[src/rtl/msm_pkg.sv]
package msm_pkg;

  typedef enum logic [1:0] {
    MODE_EXACT  = 2'd0,
    MODE_LOG    = 2'd1,
    MODE_HYBRID = 2'd2,
    MODE_ALIAS  = 2'd3
  } mul_mode_e;

  // Decide per element whether the exact significand product is used.
  function automatic logic pick_exact(input logic [1:0] mode, input logic is_bm);
    case (mul_mode_e'(mode))
      MODE_LOG:    pick_exact = 1'b0;
      MODE_HYBRID: pick_exact = is_bm;
      default:     pick_exact = 1'b1;
    endcase
  endfunction

endpackage

[src/rtl/msm_exact_core.sv]
module msm_exact_core #(
  parameter int FRAC_W = 3,
  localparam int SIG_W = 2 * FRAC_W + 2
) (
  input  logic [FRAC_W-1:0] fa,
  input  logic [FRAC_W-1:0] fb,
  output logic [SIG_W-1:0]  sig
);

  // (1.fa) * (1.fb) scaled by 2^(2F)
  function automatic logic [SIG_W-1:0] exact_sig(input logic [FRAC_W-1:0] x,
                                                 input logic [FRAC_W-1:0] y);
    logic [SIG_W-1:0] ox, oy;
    ox = SIG_W'({1'b1, x});
    oy = SIG_W'({1'b1, y});
    exact_sig = ox * oy;
  endfunction

  assign sig = exact_sig(fa, fb);

endmodule

[src/rtl/msm_log_core.sv]
module msm_log_core #(
  parameter int FRAC_W = 3,
  localparam int SIG_W = 2 * FRAC_W + 2
) (
  input  logic [FRAC_W-1:0] fa,
  input  logic [FRAC_W-1:0] fb,
  output logic [SIG_W-1:0]  sig,
  output logic              carry
);

  // Fraction sum; its top bit marks ma+mb >= 1.
  function automatic logic [FRAC_W:0] frac_sum(input logic [FRAC_W-1:0] x,
                                               input logic [FRAC_W-1:0] y);
    frac_sum = {1'b0, x} + {1'b0, y};
  endfunction

  // Approximated significand product, rescaled to 2F fraction bits.
  function automatic logic [SIG_W-1:0] log_sig(input logic [FRAC_W:0] s);
    logic [SIG_W-1:0] ext;
    ext = SIG_W'(s);
    if (s[FRAC_W])
      log_sig = (ext << 1) << FRAC_W;
    else
      log_sig = ((SIG_W'(1) << FRAC_W) + ext) << FRAC_W;
  endfunction

  logic [FRAC_W:0] sum;

  assign sum   = frac_sum(fa, fb);
  assign carry = sum[FRAC_W];
  assign sig   = log_sig(sum);

endmodule

[src/rtl/msm_out_stage.sv]
module msm_out_stage #(
  parameter int DW      = 16,
  parameter bit REG_OUT = 1'b1
) (
  input  logic          clk,
  input  logic          rst_n,
  input  logic          d_valid,
  input  logic [DW-1:0] d,
  output logic          q_valid,
  output logic [DW-1:0] q
);

  generate
    if (REG_OUT) begin : g_reg
      always_ff @(posedge clk or negedge rst_n) begin
        if (!rst_n) begin
          q_valid <= 1'b0;
          q       <= '0;
        end else begin
          q_valid <= d_valid;
          if (d_valid) q <= d;
        end
      end
    end else begin : g_comb
      assign q_valid = d_valid;
      assign q       = d;
    end
  endgenerate

endmodule

[src/rtl/mitchell_sig_mul.sv]
module mitchell_sig_mul #(
  parameter int FRAC_W  = 3,
  parameter int EXP_W   = 6,
  parameter bit REG_OUT = 1'b1,
  localparam int SIG_W  = 2 * FRAC_W + 2,
  localparam int VAL_W  = SIG_W + 1,
  localparam int PEXP_W = EXP_W + 1
) (
  input  logic                     clk,
  input  logic                     rst_n,
  input  logic                     in_valid,
  input  logic [1:0]               mode,
  input  logic                     is_bm,
  input  logic                     a_sign,
  input  logic signed [EXP_W-1:0]  a_exp,
  input  logic [FRAC_W-1:0]        a_frac,
  input  logic                     a_zero,
  input  logic                     b_sign,
  input  logic signed [EXP_W-1:0]  b_exp,
  input  logic [FRAC_W-1:0]        b_frac,
  input  logic                     b_zero,
  output logic                     out_valid,
  output logic signed [VAL_W-1:0]  p_val,
  output logic signed [PEXP_W-1:0] p_exp
);

  import msm_pkg::*;

  localparam int DW = VAL_W + PEXP_W;

  // Named internal events, brought out for the checker.
  logic                     use_exact;
  logic                     any_zero;
  logic                     log_carry;
  logic [SIG_W-1:0]         ex_sig;
  logic [SIG_W-1:0]         lg_sig;
  logic [SIG_W-1:0]         sel_sig;
  logic                     c_neg;
  logic signed [VAL_W-1:0]  c_mag;
  logic signed [VAL_W-1:0]  c_val;
  logic signed [PEXP_W-1:0] c_exp;
  logic [DW-1:0]            stage_q;

  msm_exact_core #(.FRAC_W(FRAC_W)) u_exact (
    .fa  (a_frac),
    .fb  (b_frac),
    .sig (ex_sig)
  );

  msm_log_core #(.FRAC_W(FRAC_W)) u_log (
    .fa    (a_frac),
    .fb    (b_frac),
    .sig   (lg_sig),
    .carry (log_carry)
  );

  assign use_exact = pick_exact(mode, is_bm);
  assign any_zero  = a_zero | b_zero;
  assign sel_sig   = any_zero ? '0 : (use_exact ? ex_sig : lg_sig);
  assign c_neg     = (a_sign ^ b_sign) & ~any_zero;
  assign c_mag     = $signed({1'b0, sel_sig});
  assign c_val     = c_neg ? -c_mag : c_mag;
  assign c_exp     = any_zero ? '0 : (PEXP_W'(a_exp) + PEXP_W'(b_exp));

  msm_out_stage #(.DW(DW), .REG_OUT(REG_OUT)) u_out (
    .clk     (clk),
    .rst_n   (rst_n),
    .d_valid (in_valid),
    .d       ({c_val, c_exp}),
    .q_valid (out_valid),
    .q       (stage_q)
  );

  assign p_val = stage_q[DW-1:PEXP_W];
  assign p_exp = stage_q[PEXP_W-1:0];

endmodule

[config.mk]
export PLATFORM = sky130hd
export DESIGN_NAME = mitchell_sig_mul
export DESIGN_NICKNAME = d
export VERILOG_FILES = /design/src/rtl/msm_pkg.sv /design/src/rtl/msm_exact_core.sv /design/src/rtl/msm_log_core.sv /design/src/rtl/msm_out_stage.sv /design/src/rtl/mitchell_sig_mul.sv
export SDC_FILE = /design/constraint.sdc
export NUM_CORES = 1
export LEC_CHECK = 0
export CORE_MARGIN = 5
export CORE_UTILIZATION = 35
export DETAILED_ROUTE_END_ITERATION = 8
export DONT_BUFFER_PORTS = 1
export PLACE_DENSITY = 0.46
export RECOVER_POWER = 100
export SETUP_SLACK_MARGIN = 0.05
export SYNTH_ARGS = -nofsm -noshare
export SYNTH_HDL_FRONTEND = slang
export SYNTH_HIERARCHICAL = 1
export SYNTH_SLANG_ARGS = --single-unit
[constraint.sdc]
create_clock -name clk -period 0.8 [get_ports clk]
set_input_delay 0.04 -clock clk [delete_from_list [all_inputs] [get_ports clk]]
set_output_delay 0.04 -clock clk [all_outputs]
set_load 0.05 [all_outputs]
# --- Yosys cells after proc, flatten, opt, wreduce, memory -nomap -nowiden ---
# Cells that the tools add are included.
# Widths: inputs -> output; s select.
classes:
  add_sub_neg: 4
  n_mul: 1
  n_eq_ne: 2
  n_mux: 6
  bitwise_logic: 4
op_table:
  columns: ["cell", "n"]
  rows:
  - ["$mux 8", 3]
  - ["$mux 9", 1]
  - ["$neg 8->9", 1]
  - ["$mul 4x4->8", 1]
  - ["$add 6x6->7", 1]
  - ["$mux 7", 1]
  - ["$add 4x4->5 const A", 1]
  - ["$add 3x3->4", 1]
  - ["$eq 2x1->1 const B", 1]
  - ["$eq 2x2->1 const B", 1]
  - ["$pmux 1 s2", 1]
  - ["$and 1x1->1", 1]
  - ["$not 1->1", 1]
  - ["$or 1x1->1", 1]
  - ["$xor 1x1->1", 1]
word_totals:
  reg_bits: 17
  inputBits: 28
  output_inout_bits: 17
  word_cells: 19

# --- Depth between registers and ports, before layout ---
# Gate-level depths: netlist of the first run.
logic_depth:
  depth_word: 7
  ltp_mapped: 17
  mapped_depth_nobuf: 17

# --- Cells and area by module ---
# Netlist of the first run, hierarchy kept.
by_module_without_submodules:
  columns: ["module", "n_inst", "cells_each", "area_per_inst_um2", "seq_area_each_um2"]
  rows:
  - ["mitchell_sig_mul", 1, 108, 749.5, 0.0]
  - ["msm_out_stage", 1, 35, 674.4, 425.4]
  - ["msm_exact_core", 1, 49, 424.2, 0.0]
  - ["msm_log_core", 1, 18, 165.2, 0.0]

# --- Worst setup path after synthesis of the first run ---
# Ideal clock, no wire load.
synth_timing:
  kind: "input to register"
  startpoint: "input port a_frac[1]"
  endpoint: "register u_out.q[14]"
  setup_ns: 0.125
  t_arrival_ns: 3.156
  required_time_ns: 0.675
  slack_ns: -2.481
  path_stages: 16
  path_buffers: 0
  path_cell_list: "inv_1 > nor2_1 > fa_1 > fa_1 > inv_1 > fa_1 > inv_1 > a21o_2 > a21oi_1 > xnor2_1 > nor3_1 > nand3_1 > o211ai_1 > and4_1 > or3_1 > mux2_4"
synth_between:
  elab_cells_between_ends: 8
  cone_classes: "add/sub: 3; mul: 1; mux: 4"
synth_rtl:
  columns: ["element", "line", "text"]
  rows:
  - ["start: declaration", "mitchell_sig_mul.sv:16", "input logic [FRAC_W-1:0] a_frac,"]
  - ["$mul 4x4->8", "msm_exact_core.sv:16", "exact_sig = ox * oy;"]
  - ["via ex_sig[6]", "mitchell_sig_mul.sv:35", "logic [SIG_W-1:0] ex_sig;"]
  - ["$mux 8 (2 in series)", "mitchell_sig_mul.sv:59", "assign sel_sig = any_zero ? '0 : (use_exact ? ex_sig : lg_sig);"]
  - ["$neg 8->9", "mitchell_sig_mul.sv:62", "assign c_val = c_neg ? -c_mag : c_mag;"]
  - ["$mux 9", "mitchell_sig_mul.sv:62", null]
  - ["via c_val[7]", "mitchell_sig_mul.sv:40", "logic signed [VAL_W-1:0] c_val;"]
  - ["end signal: assignment", "msm_out_stage.sv:18", "q <= '0;"]
  - ["end signal: assignment", "msm_out_stage.sv:21", "if (d_valid) q <= d;"]
  - ["end: declaration", "msm_out_stage.sv:10", "output logic [DW-1:0] q"]
# The timed path passes the listed nets, and every way through them passes these cells.
# A chain may end at the register's enable or synchronous reset.

# --- Worst setup path after layout of the first run ---
layout_timing:
  startpoint: "input port a_frac[2]"
  endpoint: "register u_out.q[14]"
# The elaborated chain is that of the path after synthesis.

==> impl_metrics.env, run 1 <==
export IMPL_status="finished with violations"
export IMPL_violations_in_the_final_reports="hold timing, setup timing"
export IMPL_post_route_util_pct=57.2
export IMPL_layout_min_cycle_time_ps=3000
export IMPL_synth_cell_types=55
export IMPL_cts_hold_fix_buffers=1
export IMPL_min_period_over_period_pct=374
export IMPL_track_usage_pct=14.4
export IMPL_drcViolationCount=0
export IMPL_grt_max_degree=18
export IMPL_port_buffer_count=0
export IMPL_timing_critical_path_mode_cell="sky130_fd_sc_hd__fa_1"
export IMPL_critical_path_arrival_ps=3130
export IMPL_detail_route_first_pass_iterations=4
export IMPL_fp_coreArea_um2=5540
export IMPL_worst_path_largest_cell_delay_ps=560
export IMPL_dpl_cell_count=335
export IMPL_setup_violations_final=32
export IMPL_gr_usage_met1_pct=16.4
export IMPL_antenna_found_initial=0
export IMPL_critPathTopFamily="adder cells"
export IMPL_area_growth_syn_to_layout_pct=57.4
export IMPL_critical_path_startpoint_type="input port"
export IMPL_die_area_um2=7370
export IMPL_detailed_place_hpwl_um=4290
export IMPL_end_kind="register"
export IMPL_synth_top_cell_by_area="sky130_fd_sc_hd__dfrtp_1"
export IMPL_worst_setup_hold_path_clk_slew_ps=60
export IMPL_clk_insertion_delay_late_ps=240
export IMPL_fin_cells=350
export IMPL_global_placement_routability_congestion=0.860
export IMPL_number_of_clock_buffers_inserted_by_tritoncts=3
export IMPL_routed_wl_um=5360
export IMPL_skew_ps=0
export IMPL_async_reset_ff_share_pct=100
export IMPL_cap_violations=0
export IMPL_route_antenna_remaining_nets=0
export IMPL_rsz_0062_raised_after_global_routing="true"
export IMPL_n_fill_cell=491
export IMPL_netlist_area_um2=2010
export IMPL_antenna_cells=0
export IMPL_detailedRoute_firstIterationViolations=40
export IMPL_drv_slew=0
export IMPL_dr_total_vias=1745
export IMPL_peakVddDrop_mv=0.800
export IMPL_post_synth_inst_count=210
export IMPL_design_portCount=45
export IMPL_drt_wirelength_per_cell_um=15.3
export IMPL_ys_dominant_reg_cell="sky130_fd_sc_hd__dfrtp_1"
export IMPL_setup_ws_ps=-2200
export IMPL_post_drt_via_cell_ratio=4.99
export IMPL_ys_warnings_count=6
export IMPL_maximum_fanout_encountered_on_the_critical_timing_path=4
export IMPL_final_area_um2=3170
export IMPL_globalRoute_totalOverflow=0
export IMPL_area_share_of_the_leading_cell_type_in_the_synthesized_netlist_pct=21.1
export IMPL_fin_total_pwr_mw=4.60
export IMPL_worst_slew_pin_transition_ps=888
export IMPL_number_of_failing_hold_endpoints_at_the_final_stage=34
export IMPL_synth_edff_count=0
export IMPL_chipWidth_um=85.8
export IMPL_placementRows=27
export IMPL_fraction_of_layout_cells_with_a_size_suffix_above_1_pct=56.8
export IMPL_synth_sequential_area_ratio_pct=21.1
export IMPL_critical_path_cell_chain="clkinv_16 > nor2_4 > fa_1 > fa_1 > buf_6 > ha_4 > a21o_1 > a21oi_2 > xnor2_2 > nor3_2 > nand3_1 > o211ai_1 > buf_4 > o22ai_1 > or3_1 > mux2_4"
export IMPL_pd_cells_nw_per_um2=1450
export IMPL_initial_core_util_pct=36.3
export IMPL_num_nets_final=335
export IMPL_whs_ps=-179
export IMPL_grt_pass1_vias=1898
export IMPL_ctsRootBufferMaster="sky130_fd_sc_hd__clkbuf_8"
export IMPL_tritoncts="built"
export IMPL_global_route_peak_usage_layer="met2"
export IMPL_syn_avg_cell_area_um2=9.59
export IMPL_leakage_nw=1.46
export IMPL_synth_seq_cells=17
export IMPL_max_slew_margin_pct=40.8
export IMPL_dieHeight_um=85.8
export IMPL_worst_setup_path_type="input port to register"
export IMPL_timing_critical_path_required_ps=930
export IMPL_achievable_frequency_mhz=334
export IMPL_dpl_instance_area_um2=2630
export IMPL_timing_hold_worst_class="input port to register"
export IMPL_globalRouteMet2Util_pct=27.3
export IMPL_use_met3_pct=2.11
export IMPL_netlist_top_cells_area="sky130_fd_sc_hd__dfrtp_1 (21%), sky130_fd_sc_hd__ha_1 (13%), sky130_fd_sc_hd__mux2_4 (8.2%)"
export IMPL_htree_levels=1
export IMPL_crit_slowest_cell="sky130_fd_sc_hd__fa_1"
export IMPL_crit_buf_inv=3
export IMPL_tritoncts_num_sinks=17
export IMPL_grt_pass1_wl_um=8710
export IMPL_cts_root_to_sink_buffers=2
export IMPL_worst_slack_at_placement_ps=-2480
## layout make-up
cell class / instances / area (um2) / share of cell area (%)
inverter: 18 / 133 / 4.18
tap: 72 / 90.1 / 2.84
sequential: 17 / 427 / 13.5
timing repair buffer: 70 / 643 / 20.3
multi-input combinational: 169 / 1830 / 57.8
clock buffer: 4 / 45.0 / 1.42
## cells by family (layout without fill, tap and decap cells)
logic type / after synthesis / in the layout / share of synthesized area [%]
mux: 24 / 24 / 15.4
compound gates: 35 / 35 / 12.2
flops: 17 / 17 / 21.1
fa+ha+maj: 28 / 28 / 20.0
xor+xnor: 11 / 11 / 4.79
simple gates: 68 / 68 / 19.2
buf+inv: 26 / 92 / 7.15
other cells: 1 / 3 / 0.186
## path summary, 6_finish.rpt
kind	end	depth (start not counted)	startpoint	slack, ps
setup / recovery	u_out/q[14]	16	a_frac[2]	-2200
hold / removal	u_out/q_valid	0	in_valid	-180
min in group asynchronous	u_out/q[1]	1	rst_n	-110
max in group asynchronous	u_out/q[0]	1	rst_n	310
setup reg to reg	u_out/q[14]	1	u_out/q[14]	0
hold reg to reg	u_out/q[15]	1	u_out/q[15]	530
## placed cells by master, fill, tap and decap left out, types with 3 or more instances in the layout
cell                       netlist  final
sky130_fd_sc_hd__a21o_1          3      3
sky130_fd_sc_hd__a21oi_1         7      4
sky130_fd_sc_hd__a21oi_2         1      3
sky130_fd_sc_hd__a31oi_1         4      3
sky130_fd_sc_hd__and2_1          7      5
sky130_fd_sc_hd__buf_4           4     39
sky130_fd_sc_hd__buf_6           2     29
sky130_fd_sc_hd__clkbuf_8        0      3
sky130_fd_sc_hd__conb_1          1      3
sky130_fd_sc_hd__dfrtp_1        17     16
sky130_fd_sc_hd__fa_1            7      5
sky130_fd_sc_hd__ha_1           21     11
sky130_fd_sc_hd__ha_4            0     10
sky130_fd_sc_hd__inv_1          18      9
sky130_fd_sc_hd__inv_2           0      5
sky130_fd_sc_hd__mux2_4         11     18
sky130_fd_sc_hd__mux2i_1         4      3
sky130_fd_sc_hd__nand2_1         7      5
sky130_fd_sc_hd__nand3_1         7      4
sky130_fd_sc_hd__nor2_1         16     12
sky130_fd_sc_hd__nor2_4          1      4
sky130_fd_sc_hd__nor3_1          7      5
sky130_fd_sc_hd__o211ai_1        3      3
sky130_fd_sc_hd__o21ai_0         6      4
sky130_fd_sc_hd__xnor2_1         9      3
sky130_fd_sc_hd__xnor2_2         0      5
## sequential cells by signal, indices dropped and copies added (netlist names)
signal	flops
u_out/q_valid	1
u_out/q	16
## cells in the mapped netlist (2+ instances only)
library cell	number
sky130_fd_sc_hd__ha_1	21
sky130_fd_sc_hd__inv_1	18
sky130_fd_sc_hd__dfrtp_1	17
sky130_fd_sc_hd__nor2_1	16
sky130_fd_sc_hd__mux2_4	11
sky130_fd_sc_hd__xnor2_1	9
sky130_fd_sc_hd__a21oi_1	7
sky130_fd_sc_hd__and2_1	7
sky130_fd_sc_hd__fa_1	7
sky130_fd_sc_hd__mux2_2	7
sky130_fd_sc_hd__nand2_1	7
sky130_fd_sc_hd__nand3_1	7
sky130_fd_sc_hd__nor3_1	7
sky130_fd_sc_hd__o21ai_0	6
sky130_fd_sc_hd__a31oi_1	4
sky130_fd_sc_hd__buf_4	4
sky130_fd_sc_hd__mux2i_1	4
sky130_fd_sc_hd__a21o_1	3
sky130_fd_sc_hd__o211ai_1	3
sky130_fd_sc_hd__a211oi_2	2
sky130_fd_sc_hd__and3_1	2
sky130_fd_sc_hd__buf_6	2
sky130_fd_sc_hd__nand2b_1	2
sky130_fd_sc_hd__nand4_1	2
sky130_fd_sc_hd__nor2b_1	2
sky130_fd_sc_hd__nor4_1	2
sky130_fd_sc_hd__or3_1	2
sky130_fd_sc_hd__xor2_1	2
## per-layer routing
layer / vias up / wire length [um]
met4: 0 / 106
li1: 869 / -
met3: 10 / 269
met5: - / 0
met2: 48 / 2910
met1: 818 / 2080
## report_power, final
part / leakage, nW / internal (mW) / switching (mW)
Clock: 0.0228 / 0.352 / 0.265
Sequential: 0.226 / 0.954 / 0.0754
Combinational: 1.21 / 1.54 / 1.41
## stage by stage
stage / hold WS, ps / TNS [ps]
2_1_floorplan: -256 / -16440
3_3_place_gp: -255 / -18690
3_5_place_dp: -255 / -19110
4_1_cts: -188 / -16430
5_1_grt: -198 / -16770
6_report: -179 / -15350
## repair_timing
item,4_1_cts,5_1_grt
setup endpoints to repair,33,50
gates resized for setup,38,49
pin swaps,19,27
endpoints found under the hold margin,34,34
buffers inserted,6,8
(Power assumes the default switching activity.)
==> run 2: changes to the inputs <==
--- a/config.mk
+++ b/config.mk
@@ -7,6 +7,7 @@
 export LEC_CHECK = 0
 export CORE_MARGIN = 5
 export CORE_UTILIZATION = 35
+export CTS_BUF_LIST = sky130_fd_sc_hd__clkbuf_8
 export DETAILED_ROUTE_END_ITERATION = 8
 export DONT_BUFFER_PORTS = 1
 export PLACE_DENSITY = 0.46
==> impl_metrics.env, run 2 (same netlist as run 1, synthesis figures left out) <==
export IMPL_fin_cells=350
export IMPL_layout_min_cycle_time_ps=3000
export IMPL_antenna_cells=0
export IMPL_dpl_instance_area_um2=2630
export IMPL_area_sequential_um2=427
export IMPL_setup_worst_path_end="u_out/q[14]"
export IMPL_setup_violations_final=32
export IMPL_timing_hold_worst_class="input port to register"
export IMPL_grt_pass1_wl_um=8710
export IMPL_max_slew_margin_pct=40.8
export IMPL_status="finished with violations"
export IMPL_timing_rr_start="u_out/q[14]"
export IMPL_whs_ps=-179
export IMPL_routed_wl_um=5360
export IMPL_detailed_place_hpwl_um=4290
export IMPL_worst_slew_pin_transition_ps=888
export IMPL_final_area_um2=3170
export IMPL_fraction_of_layout_cells_with_a_size_suffix_above_1_pct=56.8
export IMPL_fp_coreArea_um2=5540
export IMPL_area_growth_syn_to_layout_pct=57.4
export IMPL_num_nets_final=335
export IMPL_number_of_failing_hold_endpoints_at_the_final_stage=34
export IMPL_dieHeight_um=85.8
export IMPL_clk_insertion_delay_late_ps=240
export IMPL_largest_register_ffs=16
export IMPL_violations_in_the_final_reports="hold timing, setup timing"
export IMPL_mostFrequentLayoutCells="sky130_fd_sc_hd__buf_4 (39), sky130_fd_sc_hd__buf_6 (29), sky130_fd_sc_hd__mux2_4 (18)"
export IMPL_layout_commonest_cell="sky130_fd_sc_hd__buf_4"
export IMPL_dpl_cell_count=335
export IMPL_timing_critical_path_required_ps=930
export IMPL_number_of_clock_buffers_inserted_by_tritoncts=3
export IMPL_route_antenna_remaining_nets=0
export IMPL_placementRows=27
export IMPL_pd_cells_nw_per_um2=1450
export IMPL_htree_levels=1
export IMPL_critical_path_arrival_ps=3130
export IMPL_post_route_util_pct=57.2
export IMPL_detailedRoute_firstIterationViolations=40
export IMPL_post_drt_via_cell_ratio=4.99
export IMPL_rsz_0062_raised_after_global_routing="true"
export IMPL_design_portCount=45
export IMPL_global_placement_routability_congestion=0.860
export IMPL_maximum_fanout_encountered_on_the_critical_timing_path=4
export IMPL_port_buffer_count=0
export IMPL_worst_setup_path_type="input port to register"
export IMPL_number_of_cell_instances_on_the_worst_register_to_register_path=1
export IMPL_drcViolationCount=0
export IMPL_leakage_nw=1.47
export IMPL_n_fill_cell=491
export IMPL_chipWidth_um=85.8
export IMPL_timing_rr_end="u_out/q[14]"
export IMPL_critical_path_startpoint_type="input port"
export IMPL_achievable_frequency_mhz=334
export IMPL_hold_path_cell_count=0
export IMPL_ctsRootBufferMaster="sky130_fd_sc_hd__clkbuf_8"
export IMPL_setup_tns_ps=-15350
export IMPL_tritoncts_num_sinks=17
export IMPL_grt_max_degree=18
export IMPL_die_area_um2=7370
export IMPL_dr_total_vias=1745
export IMPL_globalRoute_totalOverflow=0
export IMPL_skew_ps=0
export IMPL_cts_hold_fix_buffers=1
export IMPL_drt_wirelength_per_cell_um=15.3
export IMPL_peakVddDrop_mv=0.800
export IMPL_r2r_setup_slack_ps=0
export IMPL_end_kind="register"
export IMPL_setup_ws_ps=-2200
export IMPL_cts_root_to_sink_buffers=2
export IMPL_critical_path_startpoint="a_frac[2]"
export IMPL_track_usage_pct=14.4
export IMPL_layout_top_registers="u_out/q (16), u_out/q_valid (1)"
export IMPL_multi_input_area_um2=1830
export IMPL_antenna_found_initial=0
export IMPL_initial_core_util_pct=36.3
export IMPL_detail_route_first_pass_iterations=4
export IMPL_grt_pass1_vias=1898
export IMPL_min_period_over_period_pct=374
export IMPL_cap_violations=0
export IMPL_tritoncts="built"
export IMPL_drv_slew=0
export IMPL_max_flop_register="u_out/q"
export IMPL_worst_setup_hold_path_clk_slew_ps=60
## run 2: cell count changes in the layout (fill, tap and decap cells not counted)
cell,delta
sky130_fd_sc_hd__clkbuf_1,-1
sky130_fd_sc_hd__inv_1,+1
## run 2: worst min path at each step
stage | start | end
floorplan | rst_n | u_out/q[0]
global placement | rst_n | u_out/q[11]
detailed placement | rst_n | u_out/q[3]
CTS | in_valid | u_out/q_valid
global route | in_valid | u_out/q_valid
finish | in_valid | u_out/q_valid
## run 2: routing by layer
layer	vias up	share of wire [%]	GRT usage [%]
met5	-	0	0
met4	0	2.0	4.32
met3	10	5.0	2.11
met2	48	54	27.3
met1	818	39	16.4
li1	869	-	-
## run 2: cell type report
type / instances / share of cell area, %
clock buffer: 3 / 1.30
sequential: 17 / 13.5
tap: 72 / 2.84
timing repair buffer: 70 / 20.3
multi-input combinational: 169 / 57.8
clock inverter: 1 / 0.118
inverter: 18 / 4.18
## run 2: repair_timing
| item | in CTS | in global routing |
|---|---|---|
| endpoints found under the hold margin | 34 | 34 |
| buffers inserted | 6 | 8 |
| gates resized for setup | 38 | 49 |
| cloned | 0 | 0 |
| setup endpoints to repair | 33 | 50 |
| pin swaps | 19 | 27 |
## run 2: stage by stage
step                hold slack (ps)  power [mW]  setup WS [ps]
global route                   -198        4.90          -2320
global placement               -255        3.21          -2370
floorplan                      -256        2.54          -2290
finish                         -179        4.59          -2200
CTS                            -188        4.11          -2190
detailed placement             -255        3.27          -2480
## run 2: critical path, cell delays in order
cell and delay [ps]:
sky130_fd_sc_hd__clkinv_16 20, sky130_fd_sc_hd__nor2_4 30, sky130_fd_sc_hd__fa_1 560, sky130_fd_sc_hd__fa_1 470
sky130_fd_sc_hd__buf_6 150, sky130_fd_sc_hd__ha_4 210, sky130_fd_sc_hd__a21o_1 170, sky130_fd_sc_hd__a21oi_2 180
sky130_fd_sc_hd__xnor2_2 110, sky130_fd_sc_hd__nor3_2 180, sky130_fd_sc_hd__nand3_1 100, sky130_fd_sc_hd__o211ai_1 110
sky130_fd_sc_hd__buf_4 150, sky130_fd_sc_hd__o22ai_1 70, sky130_fd_sc_hd__or3_1 310, sky130_fd_sc_hd__mux2_4 260
## run 2: where the power goes
part	switching (mW)	internal, mW	leakage (nW)
clock	0.266	0.340	0.0269
combinational	1.41	1.54	1.21
sequential	0.0754	0.954	0.226
==> run 3: changes to the inputs <==
--- a/config.mk
+++ b/config.mk
@@ -10,9 +10,10 @@
 export CTS_BUF_LIST = sky130_fd_sc_hd__clkbuf_8
 export DETAILED_ROUTE_END_ITERATION = 8
 export DONT_BUFFER_PORTS = 1
-export PLACE_DENSITY = 0.46
+export PLACE_DENSITY = 0.48
 export RECOVER_POWER = 100
 export SETUP_SLACK_MARGIN = 0.05
+export SLEW_MARGIN = 20
 export SYNTH_ARGS = -nofsm -noshare
 export SYNTH_HDL_FRONTEND = slang
 export SYNTH_HIERARCHICAL = 1
==> constraint.sdc (replaced) <==
create_clock -name clk -period 2.5 [get_ports clk]
set_input_delay 0.125 -clock clk [delete_from_list [all_inputs] [get_ports clk]]
set_output_delay 0.125 -clock clk [all_outputs]
set_load 0.05 [all_outputs]
==> impl_metrics.env, run 3 (same netlist as run 1, synthesis figures left out) <==
export IMPL_initial_core_util_pct=36.3
export IMPL_port_buffer_count=0
export IMPL_leakage_nw=1.14
export IMPL_critical_path_startpoint="a_frac[2]"
export IMPL_setup_ws_ps=-497
export IMPL_achievable_frequency_mhz=334
export IMPL_design_portCount=45
export IMPL_largest_register_ffs=16
export IMPL_tritoncts="built"
export IMPL_max_slew_margin_pct=43.2
export IMPL_r2r_setup_slack_ps=1450
export IMPL_combPwrFrac_pct=47.8
export IMPL_skew_ps=0
export IMPL_layout_commonest_cell="sky130_fd_sc_hd__buf_4"
export IMPL_globalRoute_totalOverflow=0
export IMPL_max_flop_register="u_out/q"
export IMPL_fraction_of_layout_cells_with_a_size_suffix_above_1_pct=34.2
export IMPL_post_drt_via_cell_ratio=5.07
export IMPL_critical_path_startpoint_type="input port"
export IMPL_critical_path_cell_chain="clkinv_16 > nor2_4 > fa_1 > fa_2 > inv_2 > fa_2 > inv_2 > a21o_2 > a21oi_2 > xnor2_2 > nor3_2 > nand3_1 > o211ai_1 > and4_1 > or3_1 > mux2_4"
export IMPL_timing_critical_path_required_ps=2640
export IMPL_layout_min_cycle_time_ps=3000
export IMPL_number_of_failing_hold_endpoints_at_the_final_stage=0
export IMPL_grt_max_degree=18
export IMPL_worst_setup_hold_path_clk_slew_ps=70
export IMPL_detail_route_first_pass_iterations=4
export IMPL_worstHoldStart="in_valid"
export IMPL_critical_path_arrival_ps=3140
export IMPL_htree_levels=1
export IMPL_intPower_uw=730
export IMPL_post_route_util_pct=44.6
export IMPL_rsz_0062_raised_after_global_routing="true"
export IMPL_num_nets_final=294
export IMPL_cap_violations=0
export IMPL_maximum_fanout_encountered_on_the_critical_timing_path=4
export IMPL_worst_slew_pin_transition_ps=850
export IMPL_mostFrequentLayoutCells="sky130_fd_sc_hd__buf_4 (25), sky130_fd_sc_hd__ha_1 (19), sky130_fd_sc_hd__dfrtp_1 (17)"
export IMPL_dr_total_vias=1568
export IMPL_detailedRoute_firstIterationViolations=35
export IMPL_switchingPower_uw=490
export IMPL_antenna_cells=0
export IMPL_dpl_cell_count=299
export IMPL_drv_slew=0
export IMPL_timing_hold_worst_class="input port to register"
export IMPL_ctsRootBufferMaster="sky130_fd_sc_hd__clkbuf_8"
export IMPL_sequentialPowerShare_pct=35.3
export IMPL_peakVddDrop_mv=0.206
export IMPL_antenna_found_initial=0
export IMPL_track_usage_pct=12.2
export IMPL_status="finished with violations"
export IMPL_drt_wirelength_per_cell_um=14.4
export IMPL_grt_pass1_wl_um=7380
export IMPL_detailed_place_hpwl_um=3750
export IMPL_route_antenna_remaining_nets=0
export IMPL_drcViolationCount=0
export IMPL_cts_root_to_sink_buffers=2
export IMPL_violations_in_the_final_reports="setup timing"
export IMPL_clock_power_share_pct=16.9
export IMPL_grt_pass1_vias=1619
export IMPL_hold_path_cell_count=1
export IMPL_pd_cells_nw_per_um2=493
export IMPL_setup_violations_final=6
export IMPL_critPathTopFamily="adder cells"
export IMPL_dieHeight_um=85.8
export IMPL_timing_rr_start="u_out/q[4]"
export IMPL_area_growth_syn_to_layout_pct=22.9
export IMPL_n_fill_cell=567
export IMPL_worst_path_largest_cell_delay_ps=600
export IMPL_min_period_over_period_pct=120
export IMPL_setup_tns_ps=-1610
export IMPL_routed_wl_um=4450
export IMPL_crit_slowest_cell="sky130_fd_sc_hd__fa_2"
export IMPL_hold_end="u_out/q[5]"
export IMPL_fin_cells=309
export IMPL_number_of_clock_buffers_inserted_by_tritoncts=3
export IMPL_number_of_cell_instances_on_the_worst_register_to_register_path=1
export IMPL_sw_frac_of_total_pct=40.1
export IMPL_clk_insertion_delay_late_ps=250
export IMPL_die_area_um2=7370
export IMPL_chipWidth_um=85.8
export IMPL_tritoncts_num_sinks=17
export IMPL_end_kind="register"
export IMPL_layout_top_registers="u_out/q (16), u_out/q_valid (1)"
export IMPL_worst_setup_path_type="input port to register"
export IMPL_timing_rr_end="u_out/q[4]"
export IMPL_global_placement_routability_congestion=0.774
export IMPL_crit_buf_inv=3
export IMPL_fp_coreArea_um2=5540
export IMPL_placementRows=27
==> run 3: final cells by class <==
class	count	area [um2]	area share [%]
clock buffer	3	41.3	1.67
clock inverter	1	5.00	0.202
inverter	18	130	5.26
multi-input combinational	169	1550	62.7
sequential	17	425	17.2
tap	72	90.1	3.64
timing repair buffer	29	230	9.31
==> run 3: per-layer routing <==
metal | global-route usage, % | wire [um] | vias to the layer above
met1 | 14.1 | 1940 | 737
met2 | 22.6 | 2190 | 35
li1 | - | - | 791
met4 | 2.59 | 44 | 0
met3 | 2.98 | 276 | 5
met5 | 0 | 0 | -
==> run 3: stage by stage <==
step / total power [mW] / instance area, um2 / hold WS (ps) / setup WS, ps
floorplan: 0.796 / 2080 / -171 / -679
global placement: 0.940 / 2270 / -170 / -801
detailed placement: 0.941 / 2270 / -170 / -826
CTS: 1.18 / 2370 / 22.5 / -481
global route: 1.31 / 2470 / 6.06 / -681
finish: 1.22 / 2470 / 20.0 / -497
==> run 3: worst max-delay path by stage <==
stage	endpoint	slack (ps)	cells past startpoint
after detailed placement	u_out/q[14]	-830	16
after CTS	u_out/q[14]	-480	14
after floorplan	u_out/q[14]	-680	16
final	u_out/q[14]	-500	16
after global routing	u_out/q[14]	-680	16
after global placement	u_out/q[14]	-800	15
==> run 3: timing repair <==
item                                    CTS  global route
hold endpoints to repair                 18             0
resized for setup                         2            23
setup buffers                             2             2
hold buffers                              2             0
endpoints found under the setup margin    6             6
pin swaps                                 5             6
==> run 3: power groups by stage <==
stage	sequential (mW)	combinational (mW)	clock, mW
finish	0.431	0.583	0.206
global route	0.435	0.651	0.222
CTS	0.433	0.528	0.215
detailed placement	0.439	0.502	0
global placement	0.438	0.502	0
floorplan	0.430	0.367	0
